==> src/rtl/baud_pkg.sv <==
package baud_pkg;
  localparam int BAUD_BYTE_W  = 8;
  localparam int BAUD_LANES   = 2;
  localparam int BAUD_SUB_W   = 4;
endpackage

==> src/rtl/baud_div_regs.sv <==
module baud_div_regs #(
  parameter int BYTE_W   = baud_pkg::BAUD_BYTE_W,
  parameter int LANES    = baud_pkg::BAUD_LANES,
  parameter int LO_RESET = 0,
  localparam int DIV_W   = BYTE_W * LANES
) (
  input  logic                         clk,
  input  logic                         rst_n,
  input  logic [LANES-1:0]             lane_we,
  input  logic [LANES-1:0][BYTE_W-1:0] lane_wd,
  output logic [DIV_W-1:0]             div_q
);
  logic [LANES-1:0][BYTE_W-1:0] lane_q;

  for (genvar g = 0; g < LANES; g++) begin : g_lane
    localparam logic [BYTE_W-1:0] RST = (g == 0) ? BYTE_W'(LO_RESET) : '0;
    always_ff @(posedge clk or negedge rst_n) begin
      if (!rst_n)          lane_q[g] <= RST;
      else if (lane_we[g]) lane_q[g] <= lane_wd[g];
    end

    a_r2_lane_load: assert property (@(posedge clk) disable iff (!rst_n)
      lane_we[g] |=> lane_q[g] == $past(lane_wd[g]));
    a_r2_lane_keep: assert property (@(posedge clk) disable iff (!rst_n)
      !lane_we[g] |=> $stable(lane_q[g]));
  end

  assign div_q = lane_q;
endmodule

==> src/rtl/baud_down_counter.sv <==
module baud_down_counter #(
  parameter int DIV_W   = 16,
  parameter int RST_VAL = 0
) (
  input  logic             clk,
  input  logic             rst_n,
  input  logic             en,
  input  logic [DIV_W-1:0] div_i,
  output logic             tick_o
);
  logic [DIV_W-1:0] cnt_q;
  logic             cnt_zero;

  function automatic logic [DIV_W-1:0] cnt_next(input logic enable,
                                                input logic [DIV_W-1:0] cur,
                                                input logic [DIV_W-1:0] div);
    if (!enable || cur == '0) return div;
    return cur - DIV_W'(1);
  endfunction

  assign cnt_zero = (cnt_q == '0);
  assign tick_o   = en && cnt_zero;

  always_ff @(posedge clk or negedge rst_n) begin
    if (!rst_n) cnt_q <= DIV_W'(RST_VAL);
    else        cnt_q <= cnt_next(en, cnt_q, div_i);
  end

  a_r3_reload: assert property (@(posedge clk) disable iff (!rst_n)
    tick_o |=> cnt_q == $past(div_i));
  a_r3_single_cycle: assert property (@(posedge clk) disable iff (!rst_n)
    (tick_o && div_i != '0) |=> !tick_o);
  a_r3_decrement: assert property (@(posedge clk) disable iff (!rst_n)
    (en && !cnt_zero) |=> cnt_q == $past(cnt_q) - DIV_W'(1));
  a_r5_hold: assert property (@(posedge clk) disable iff (!rst_n)
    !en |=> cnt_q == $past(div_i));
  a_r4_zero_every: assert property (@(posedge clk) disable iff (!rst_n)
    (en && div_i == '0 && cnt_zero) |=> (cnt_zero));
endmodule

==> src/rtl/baud_bit_divider.sv <==
module baud_bit_divider #(
  parameter int SUB_W = baud_pkg::BAUD_SUB_W
) (
  input  logic clk,
  input  logic rst_n,
  input  logic en,
  input  logic tick_i,
  output logic stb_o
);
  logic [SUB_W-1:0] sub_q;

  function automatic logic [SUB_W-1:0] sub_next(input logic enable,
                                                input logic t,
                                                input logic [SUB_W-1:0] cur);
    if (!enable) return '0;
    if (t)       return cur + SUB_W'(1);
    return cur;
  endfunction

  assign stb_o = tick_i && (sub_q == '1);

  always_ff @(posedge clk or negedge rst_n) begin
    if (!rst_n) sub_q <= '0;
    else        sub_q <= sub_next(en, tick_i, sub_q);
  end

  a_r7_wrap: assert property (@(posedge clk) disable iff (!rst_n)
    stb_o |=> sub_q == '0);
  a_r7_count: assert property (@(posedge clk) disable iff (!rst_n)
    (en && tick_i && !stb_o) |=> sub_q == $past(sub_q) + SUB_W'(1));
  a_r5_quiet: assert property (@(posedge clk) disable iff (!rst_n)
    !en |=> sub_q == '0);
endmodule

==> src/rtl/baud_tick_gen.sv <==
module baud_tick_gen #(
  parameter int LO_RESET = 0,
  localparam int BYTE_W  = baud_pkg::BAUD_BYTE_W,
  localparam int LANES   = baud_pkg::BAUD_LANES,
  localparam int DIV_W   = BYTE_W * LANES
) (
  input  logic              clk,
  input  logic              rst_n,
  input  logic              en,
  input  logic              div_lo_we,
  input  logic [BYTE_W-1:0] div_lo_wdata,
  input  logic              div_hi_we,
  input  logic [BYTE_W-1:0] div_hi_wdata,
  output logic              tick16_o,
  output logic              bit_stb_o
);
  logic [LANES-1:0]             lane_we;
  logic [LANES-1:0][BYTE_W-1:0] lane_wd;
  logic [DIV_W-1:0]             div_w;
  logic                         tick_w;

  assign lane_we = {div_hi_we, div_lo_we};
  assign lane_wd = {div_hi_wdata, div_lo_wdata};

  baud_div_regs #(.BYTE_W(BYTE_W), .LANES(LANES), .LO_RESET(LO_RESET)) u_regs (
    .clk(clk), .rst_n(rst_n), .lane_we(lane_we), .lane_wd(lane_wd), .div_q(div_w));

  baud_down_counter #(.DIV_W(DIV_W), .RST_VAL(LO_RESET)) u_cnt (
    .clk(clk), .rst_n(rst_n), .en(en), .div_i(div_w), .tick_o(tick_w));

  baud_bit_divider #(.SUB_W(baud_pkg::BAUD_SUB_W)) u_bit (
    .clk(clk), .rst_n(rst_n), .en(en), .tick_i(tick_w), .stb_o(bit_stb_o));

  assign tick16_o = tick_w;

  a_r5_no_tick_disabled: assert property (@(posedge clk) disable iff (!rst_n)
    !en |-> !(tick16_o || bit_stb_o));
  a_r7_strobe_on_tick: assert property (@(posedge clk) disable iff (!rst_n)
    bit_stb_o |-> tick16_o);
endmodule

==> config.mk <==
export PLATFORM = sky130hd
export DESIGN_NAME = baud_tick_gen
export DESIGN_NICKNAME = d
export VERILOG_FILES = /design/src/rtl/baud_pkg.sv /design/src/rtl/baud_div_regs.sv /design/src/rtl/baud_down_counter.sv /design/src/rtl/baud_bit_divider.sv /design/src/rtl/baud_tick_gen.sv
export SDC_FILE = /design/constraint.sdc
export NUM_CORES = 1
export LEC_CHECK = 0
export ABC_AREA = 1
export BUFFER_PORTS_ARGS = -buffer_cell sky130_fd_sc_hd__buf_4
export CORE_MARGIN = 4
export CORE_UTILIZATION = 25
export CTS_CLUSTER_DIAMETER = 120
export DETAILED_ROUTE_END_ITERATION = 16
export GPL_TIMING_DRIVEN = 1
export SLEW_MARGIN = 10
export SYNTH_ARGS = -nofsm -noshare
export SYNTH_HDL_FRONTEND = slang
export SYNTH_SLANG_ARGS = --single-unit
==> constraint.sdc <==
create_clock -name clk -period 1.6 [get_ports clk]
set_input_delay 0.08 -clock clk [delete_from_list [all_inputs] [get_ports clk]]
set_output_delay 0.08 -clock clk [all_outputs]
set_load 0.03 [all_outputs]
==> results.md, run 1 <==
- Layout Cells excl Fill: 351
- Post-synthesis compound-gate area fraction: 0.0219
- Worst-Skew Late Latency: 0.29 ns
- Leading area contributor after synthesis: dfrtp_1
- Die Wd: 93.5 um
- Fin nets: 277
- Reg clk slew, reported paths: 0.07 ns
- Worst-margin pin slew: 0.452 ns
- CTS tree: yes
- Final setup fails: 1
- Ys Warns: 0
- Simple-Gate Fraction of Synth Area: 0.285
- Unrepaired setup endpoints after global routing: true
- Fmax: 600 MHz
- Top-count cell post-synth: nand2_1
- Top sig layer: met4
- CTS Buf Count: 5
- CTS sink cnt: 36
- CP Data Arrival Time: 1.59 ns
- Post-Synth XOR/XNOR Area: 0.0335
- Row cnt: 30
- Via Count: 1474
- First-pass GRT wire length: 6.64 mm
- GRT overflow: 0
- Slew HR: 0.699
- First DRT Iteration DRCs: 70
- Synth Area in Adders: 0.0137
- Mapped Nets: 236
- Clk root buf: clkbuf_8
- Area contributors post-synth: dfrtp_1, nand2_1, mux2_2
- Final Util: 0.347
- Post-place setup slack: 0.0321 ns
- Failing checks: setup timing
- Core ar.: 6940 um2
- CP Max Fanout: 2
- Pleak: 1.17 nW
- RD Place Congestion: 0.777
- Area of the multi-input gates: 908 um2
- Initial antenna violation count: 0
- Met1 Wirelength: 1.76 mm
- Synth cell count leaders: nand2_1, dfrtp_1, nor2_1
- Hold_ws: 0.0206 ns
- Post-DR vias/cell: 4.20
- Mapped cell area: 1830 um2
- Setup_tns: -0.0666 ns
- DR WL/cell: 10.6 um
- Largest net degree at the start of global routing: 37
- Power per standard cell area: 937 nW/um2
- Area growth syn-to-layout: 31.6%
- Port buffer count: 22
- Peak supply drop: 0.312 mV
- Main synth FF type: dfrtp_1
- Io pins: 23
- Final worst slack: -0.0666 ns
- Setup crit start kind: register
- Seq/Total Area, Yosys: 0.492
- Synth Instances: 213
- Number of max-cap violations: 0
- CP Class: register to primary output
- Skew final: 0.00867 ns
- Register area: 901 um2
- Placed Instances: 329
- Worst EP required: 1.52 ns
- Filler cells: 726
- Final min period: 1.67 ns
- Status: finished with violations
- Mux share of post-synthesis cell area: 0.0985
- Final routed DRC violation total: 0
- Clk buf depth: 2
- Share of cells above drive strength 1: 0.325
- WL met3: 101 um
- Largest family of logic cells by synthesized area: simple AND/OR/NAND/NOR gates
- First-pass DRT Iterations: 4
- N_diodes: 0
- Yosys reg bits: 36
- Number of flops mapped to enable cells by yosys: 0
- Final period util: 1.04
- Yosys top cell area share: 0.492
- Hold Fails Final Rpt: 0
- Detail Route Antenna Nets: 0
- Initial Util: 0.263
- Fraction of registers with async set/reset: 1.00
- GRT Util Overall: 0.0961
- DIE AREA: 8750 um2
- H-tree depth: 2
- HPWL after DPL: 2.72 mm
- Vias in the first global route: 1463
- Met2 routed WL: 1.74 mm
- Final wirelength: 3.71 mm
- Final Slew Violations: 0
- Critical path endpoint category: primary output
- Post-synth cell types: 23
- Worst min path class: input pin to register
- Chip height: 93.5 um
- Syn_area_per_cell: 8.59 um2
==> per-stage QoR <==
step,power [mW],cell area [um2]
after floorplan,1.38,1840
after global placement,1.51,2130
after detailed placement,1.51,2130
after CTS,2.23,2290
after global routing,2.40,2410
final,2.26,2410
==> cell type report <==
type	count	share of cell area
Clock buffer	8	0.0374
Inverter	18	0.0301
Multi-Input combinational cell	154	0.377
Sequential cell	36	0.374
Tap cell	96	0.0499
Timing Repair Buffer	39	0.131
==> where the power goes <==
| part | switching, mW | internal (mW) |
|---|---|---|
| Sequential | 0.0833 | 1.01 |
| Clock | 0.315 | 0.351 |
| Combinational | 0.256 | 0.236 |
| Total | 0.654 | 1.60 |
==> final timing paths <==
kind	startpoint	end	slack (ns)	cells past startpoint
setup / recovery	u_cnt.cnt_q[1]	tick16_o	-0.07	8
hold / removal	div_lo_wdata[4]	u_regs.div_q[4]	0.02	2
setup reg to reg	u_cnt.cnt_q[1]	u_cnt.cnt_q[0]	0.12	9
hold reg to reg	u_regs.div_q[11]	u_cnt.cnt_q[11]	0.47	2
max in group asynchronous	rst_n	u_bit.sub_q[0]	0.98	2
min in group asynchronous	rst_n	u_regs.div_q[2]	0.29	2
==> cell families after synthesis <==
logic type,Yosys count
AND/OR/NAND/NOR,121
adder cells (fa/ha/maj),2
buffers and inverters,23
flip-flops,36
AO/OA/AOI/OAI,8
multiplexers,16
XOR/XNOR,7
==> worst max-delay path: stages (launching register included) <==
cell     delay, ns
dfrtp_1       0.40
inv_2         0.08
ha_4          0.14
nand3_4       0.07
nor2_4        0.11
nand2_2       0.08
buf_4         0.14
nor3_2        0.09
buf_4         0.18
==> sequential cells by signal, indices dropped and copies added (netlist names) <==
| signal | count |
|---|---|
| u_bit.sub_q | 4 |
| u_cnt.cnt_q | 16 |
| u_regs.div_q | 16 |
==> cells in the final DEF (no fill, tap or decap) <==
| cell | count |
|---|---|
| ha_1 | 1 |
| nor2_4 | 4 |
| buf_6 | 2 |
| nand2_8 | 1 |
| o21ai_0 | 7 |
| nand2_2 | 2 |
| inv_2 | 3 |
| o21ai_1 | 1 |
| xor2_1 | 6 |
| dlygate4sd3_1 | 1 |
| mux2_2 | 16 |
| buf_4 | 35 |
| nand3_1 | 6 |
| nand3b_1 | 3 |
| nand2_1 | 81 |
| clkbuf_1 | 2 |
| dfrtp_1 | 36 |
| inv_6 | 1 |
| ha_4 | 1 |
| buf_12 | 1 |
| xnor2_1 | 1 |
| nor4_4 | 1 |
| nand4_1 | 1 |
| inv_1 | 14 |
| nor2_2 | 7 |
| nand2_4 | 1 |
| nor2_1 | 12 |
| nor3_2 | 1 |
| nand3_4 | 1 |
| clkbuf_8 | 6 |
==> timing repair <==
| action | 4_1_cts | 5_1_grt |
|---|---|---|
| setup buffers | 5 | 8 |
| pin swaps | 4 | 8 |
| setup endpoints to repair | 2 | 21 |
| hold buffers | 1 | 0 |
| gates resized for setup | 8 | 16 |
| endpoints found under the hold margin | 36 | 0 |
==> layer usage <==
layer / up-vias / GRT usage
li1: 750 / -
met1: 692 / 0.124
met2: 25 / 0.147
met3: 7 / 0.0225
met4: 0 / 0.0542
met5: - / 0
Power figures use the tool's default switching activity.
==> run 2, diff against run 1 <==
- CORE_UTILIZATION: 25 -> 60
- PLACE_DENSITY: default -> 0.82
- SKIP_LAST_GASP: default -> 1
- clock period: 1.6 -> 2.08 ns (I/O delays scaled with it)
==> results.md, run 2 (synthesized netlist as in run 1, its figures left out) <==
- CTS Buf Count: 5 (unchanged)
- Clk buf depth: 2 (unchanged)
- Pleak: 1.12 nW (-4.1%)
- First-pass GRT wire length: 6.09 mm (-8.3%)
- HPWL after DPL: 2.59 mm (-4.8%)
- Placement Cell Area: 2010 um2 (-5.6%)
- Largest net degree at the start of global routing: 37 (unchanged)
- Detail Route Antenna Nets: 0 (unchanged)
- Slew HR: 0.702 (+0.00300)
- Number of max-cap violations: 0 (unchanged)
- Final Slew Violations: 0 (unchanged)
- CP Class: register to primary output
- Design Area, Final: 2220 um2 (-7.6%)
- Final wirelength: 4.09 mm (+10%)
- DIE AREA: 4000 um2 (-54%)
- Unrepaired setup endpoints after global routing: false
- Initial Util: 0.647 (+0.383)
- Worst hold path startpoint: div_hi_wdata[7]
- Hold_ws: 0.00534 ns (-0.0152 ns)
- Area growth syn-to-layout: 21.6%
- Fmax: 516 MHz
- Setup crit start kind: register
- Hold path cells: 2 (unchanged)
- Port buffer count: 22 (unchanged)
- First-pass DRT Iterations: 6 (+2)
- Setup_tns: 0 ns (+0.0666 ns)
- Share of cells above drive strength 1: 0.232 (-0.0932)
- Commonest non-fill, non-tap cell in the layout: nand2_1
- Worst min path class: input pin to register
- Worst EP required: 1.98 ns (+0.46 ns)
- Worst-margin pin slew: 0.448 ns (-0.00450 ns)
- Peak supply drop: 0.654 mV (+110%)
- H-tree depth: 2 (unchanged)
- Fin nets: 277 (unchanged)
- Final setup fails: 0 (-1)
- R2R setup slack: 0.39 ns (+0.27 ns)
- Commonest cells after routing, fill and taps aside: nand2_1, dfrtp_1, buf_4, nor2_1
- Worst Reg2Reg Path Length in Cells: 9 (unchanged)
- CP Max Fanout: 5 (+3)
- Post-DR vias/cell: 5.32 (+27%)
- Final period util: 0.931
- Final Util: 0.786 (+0.440)
- CTS tree: yes
- Vias in the first global route: 1348 (-7.9%)
- DR WL/cell: 14.3 um (+36%)
- CP Data Arrival Time: 1.83 ns (+0.24 ns)
- GRT overflow: 0 (unchanged)
- Chip height: 63.2 um (-32%)
- Final min period: 1.94 ns
- Row cnt: 19 (-37%)
- Power per standard cell area: 720 nW/um2 (-23%)
- Status: complete, no violations
- N_diodes: 0 (unchanged)
- Via Count: 1517 (+2.9%)
- Reg2reg start: u_cnt.cnt_q[0]
- Worst-Skew Late Latency: 0.33 ns (+0.04 ns)
- Die Wd: 63.2 um (-32%)
- CTS sink cnt: 36 (unchanged)
- Critical path endpoint category: primary output
- RD Place Congestion: 0.924 (+19%)
- Clk root buf: clkbuf_4
- Io pins: 23 (unchanged)
- Core ar.: 2830 um2 (-59%)
- Reg clk slew, reported paths: 0.11 ns (+0.04 ns)
- Final routed DRC violation total: 0 (unchanged)
- Initial antenna violation count: 0 (unchanged)
- Reg2Reg Capture Point: u_cnt.cnt_q[6]
- Worst hold path endpoint: u_regs.div_q[15]
- # resized after CTS: 0 (-8)
- First DRT Iteration DRCs: 101 (+44%)
- Skew final: 0.00668 ns (-0.00199 ns)
- Hold Fails Final Rpt: 0 (unchanged)
- GRT Util Overall: 0.194 (+0.0975)
[run 2: through the flow]
stage	setup slack [ns]	std cells	power [mW]
after floorplan	0.0579	213	1.06
after global placement	0.511	262	1.15
after detailed placement	0.422	262	1.16
after CTS	0.103	277	1.58
after global routing	0.00115	285	1.69
final	0.143	285	1.60
[run 2: layout make-up]
type                    instances  area [um2]
flip-flops and latches         36         901
multi-input cells             154         827
fillers                       175         604
repair buffers                 39         325
inverters                      18        67.6
clock buffers                   7        65.1
well taps                      31        38.8
[run 2: critical path, stage by stage (launching register included)]
cell	delay, ns
dfrtp_1	0.41
inv_1	0.08
ha_1	0.22
nand3_4	0.12
nor2_4	0.17
nand2_1	0.11
nor4_1	0.19
buf_4	0.21
[run 2: worst max-delay path by stage]
stage | to | start
2_1_floorplan | bit_stb_o | u_cnt.cnt_q[0]
3_3_place_gp | u_cnt.cnt_q[3] | u_cnt.cnt_q[0]
3_5_place_dp | u_cnt.cnt_q[6] | u_cnt.cnt_q[0]
4_1_cts | bit_stb_o | u_cnt.cnt_q[0]
5_1_grt | bit_stb_o | u_cnt.cnt_q[0]
6_report | bit_stb_o | u_cnt.cnt_q[0]
[run 2: timing repair]
action                                 in CTS  in global routing
hold buffers                                8                  5
endpoints found under the hold margin      43                  5
buffers inserted                            0                  3
setup endpoints to repair                   0                  1
[run 2: power breakdown]
group | total, mW | internal [mW] | switching [mW]
clock network | 0.417 | 0.192 | 0.225
logic | 0.339 | 0.153 | 0.186
registers | 0.846 | 0.779 | 0.0675
total | 1.60 | 1.12 | 0.478
[run 2: per-layer routing]
layer,global-route usage,up-vias,part of all wire
met4,0.0485,0,0.018
met2,0.311,66,0.48
met5,0,-,0
li1,-,743,-
met1,0.264,700,0.44
met3,0.0480,8,0.054
==> run 3, diff against run 2 <==
- CORE_ASPECT_RATIO: default -> 1.5
- SYNTH_HIERARCHICAL: default -> 1
==> results.md, run 3 <==
- Status: complete, no violations
- Hold_ws: 0.00990 ns (+0.00456 ns)
- Final wirelength: 3.70 mm (-9.4%)
- CP Class: register to primary output
- CTS sink cnt: 36 (unchanged)
- GRT Max-Usage Layer: met2
- Area contributors post-synth: dfrtp_1, nand2_1, nor2_1
- Final setup fails: 0 (unchanged)
- HPWL after DPL: 2.61 mm (+0.90%)
- CP cell instances: inv_2 -> ha_4 -> nand2_4 -> nor2_8 -> nand2_4 -> nor2_4 -> nand3_1 -> nor2_2 -> buf_4
- Main synth FF type: dfrtp_1
- Top-count cell post-synth: nand2_1
- Mapped cell area: 1920 um2 (+4.7%)
- Commonest non-fill, non-tap cell in the layout: nand2_1
- DIE AREA: 4180 um2 (+4.6%)
- Critical Path Most Common Cell: nand2_4
- M1 GR Usage: 0.253 (-0.0110)
- Die Wd: 54.1 um (-14%)
- Number of flops mapped to enable cells by yosys: 0 (unchanged)
- Crit path max-delay cell type: dfrtp_1
- DR WL/cell: 11.7 um (-18%)
- Number of max-cap violations: 0 (unchanged)
- Crit path max-delay family: simple AND/OR/NAND/NOR gates
- Synth Instances: 250 (+17%)
- Met3 usage: 0.0388 (-0.00920)
- Detail Route Antenna Nets: 0 (unchanged)
- Pleak: 1.21 nW (+8.0%)
- Final total power: 1.75 mW (+9.2%)
- Initial Util: 0.644 (-0.00226)
- Reg clk slew, reported paths: 0.07 ns (-0.04 ns)
- Mapped Nets: 273 (+16%)
- Post-DR vias/cell: 4.98 (-6.4%)
- CTS Buf Count: 5 (unchanged)
- GRT Util Overall: 0.213 (+0.0191)
- Final routed DRC violation total: 0 (unchanged)
- Via Count: 1575 (+3.8%)
- Clk root buf: clkbuf_8
- First DRT Iteration DRCs: 25 (-75%)
- Clk buf depth: 2 (unchanged)
- Critical Path Max Stage Delay: 0.41 ns (about the same)
- Final min period: 1.94 ns (+0.00206 ns)
- Share of cells above drive strength 1: 0.213 (-0.0193)
- Setup crit start kind: register
- First-pass GRT wire length: 6.64 mm (+9.2%)
- Synth cell count leaders: nand2_1, dfrtp_1, nor2_1
- Vias in the first global route: 1620 (+20%)
- Core ar.: 2970 um2 (+5.1%)
- Area growth syn-to-layout: 15.5%
- N_diodes: 0 (unchanged)
- Placed Instances: 306 (+17%)
- Slew HR: 0.611 (-0.0906)
- H-tree depth: 2 (unchanged)
- Fraction of registers with async set/reset: 1.00 (unchanged)
- GRT overflow: 0 (unchanged)
- Worst-margin pin slew: 0.584 ns (+0.136 ns)
- Critical path endpoint category: primary output
- CP Max Fanout: 5 (unchanged)
- Ys Warns: 6 (+6)
- Fmax: 516 MHz (-0.11%)
- Peak supply drop: 0.614 mV (-6.0%)
- Worst-Skew Late Latency: 0.28 ns (-0.05 ns)
- Initial antenna violation count: 0 (unchanged)
- Layout Cells excl Fill: 316 (+11%)
- Final Slew Violations: 0 (unchanged)
- Post-synth cell types: 22 (-4.3%)
- First-pass DRT Iterations: 4 (-2)
- Io pins: 23 (unchanged)
- Skew final: 0.00478 ns (-0.00191 ns)
- Seq/Total Area, Yosys: 0.470 (-0.0222)
- RD Place Congestion: 0.822 (-11%)
- Worst EP required: 1.98 ns (about the same)
- Largest net degree at the start of global routing: 37 (unchanged)
- WP buf/inv: 2 (unchanged)
- R2R setup slack: 0.45 ns (+0.06 ns)
- Yosys reg bits: 36 (unchanged)
- Leading area contributor after synthesis: dfrtp_1
- Power per standard cell area: 791 nW/um2 (+9.9%)
- Yosys top cell area share: 0.470 (-0.0222)
- CTS tree: yes
- Worst min path class: input pin to register
- Hold Fails Final Rpt: 0 (unchanged)
- Port buffer count: 22 (unchanged)
- Row cnt: 24 (+5)
- Chip height: 77.2 um (+22%)
- Final period util: 0.932 (+0.000989)
- Met2 global-route usage: 0.347 (+0.0356)
- Commonest cells after routing, fill and taps aside: nand2_1, dfrtp_1, buf_4, nor2_1, inv_1
- Syn_area_per_cell: 7.66 um2 (-11%)
- CP Data Arrival Time: 1.83 ns (about the same)
- Fin nets: 300 (+8.3%)
[run 3: changes by cell type in the layout (fill, tap and decap cells not counted), sizes merged, moves of 2 or more]
cell,before,now
a21oi,0,3
buf,26,24
dlygate4sd3,13,1
mux2,16,0
nand2,85,134
nand3b,3,1
nor2,23,31
xor2,6,3
[run 3: area by class of cell]
class	count	area, um2
multi-input combinational	191	908
sequential	36	901
fill	229	761
timing repair buffer	25	190
clock buffer	7	96.3
inverter	18	67.6
tap	39	48.8
[run 3: repair_timing]
action,CTS,global route
hold buffers,1,0
endpoints found under the setup margin,1,1
hold endpoints to repair,36,0
gates resized for setup,3,1
pin swaps,0,1
buffers inserted,0,2
[run 3: power by group]
| group | leakage (nW) | switching (mW) | internal (mW) |
|---|---|---|---|
| clock | 0.0503 | 0.229 | 0.295 |
| sequential | 0.449 | 0.0748 | 0.778 |
| combinational | 0.709 | 0.226 | 0.149 |
[run 3: worst paths after layout]
kind	from	end	cells after the start
worst max-delay path	u_cnt/cnt_q[0]	bit_stb_o	9
min in group asynchronous	rst_n	u_regs/div_q[4]	2
max in group asynchronous	rst_n	u_regs/div_q[13]	2
worst min register to register	u_regs/div_q[12]	u_regs/div_q[12]	2
worst min-delay path	div_hi_wdata[6]	u_regs/div_q[14]	3
worst max register to register	u_cnt/cnt_q[0]	u_bit/sub_q[3]	11
[run 3: logic make-up (layout without fill, tap and decap cells)]
logic type,Yosys count,in the layout,synth area share
xor gates and xnor gates,5,5,0.0229
AOI/OAI and AO/OA,10,10,0.0359
buffers and inverters,23,50,0.0673
and+or+nand+nor,174,174,0.391
DFF,36,36,0.470
adders and majority gates,2,2,0.0131
[run 3: routing by layer]
metal  part of all wire  vias to the layer above
met5                  0                        -
met4              0.031                        0
met3              0.035                       11
met2               0.51                       32
met1               0.42                      721
li1                   -                      811
[run 3: metrics by stage]
step,setup TNS (ns),setup slack (ns),cell area [um2],utilization
final,0,0.141,2210,0.744
after global routing,-0.00222,-0.00222,2210,0.744
after CTS,0,0.0266,2200,0.739
after detailed placement,0,0.179,2070,0.697
after global placement,0,0.252,2070,0.697
after floorplan,0,0.0277,1920,-
[run 3: tightest hold or removal path: cells and delay by family]
| family | cells | cell delay (ns) |
|---|---|---|
| and+or+nand+nor | 2 | 0.09 |
| buffers and inverters | 1 | 0.07 |
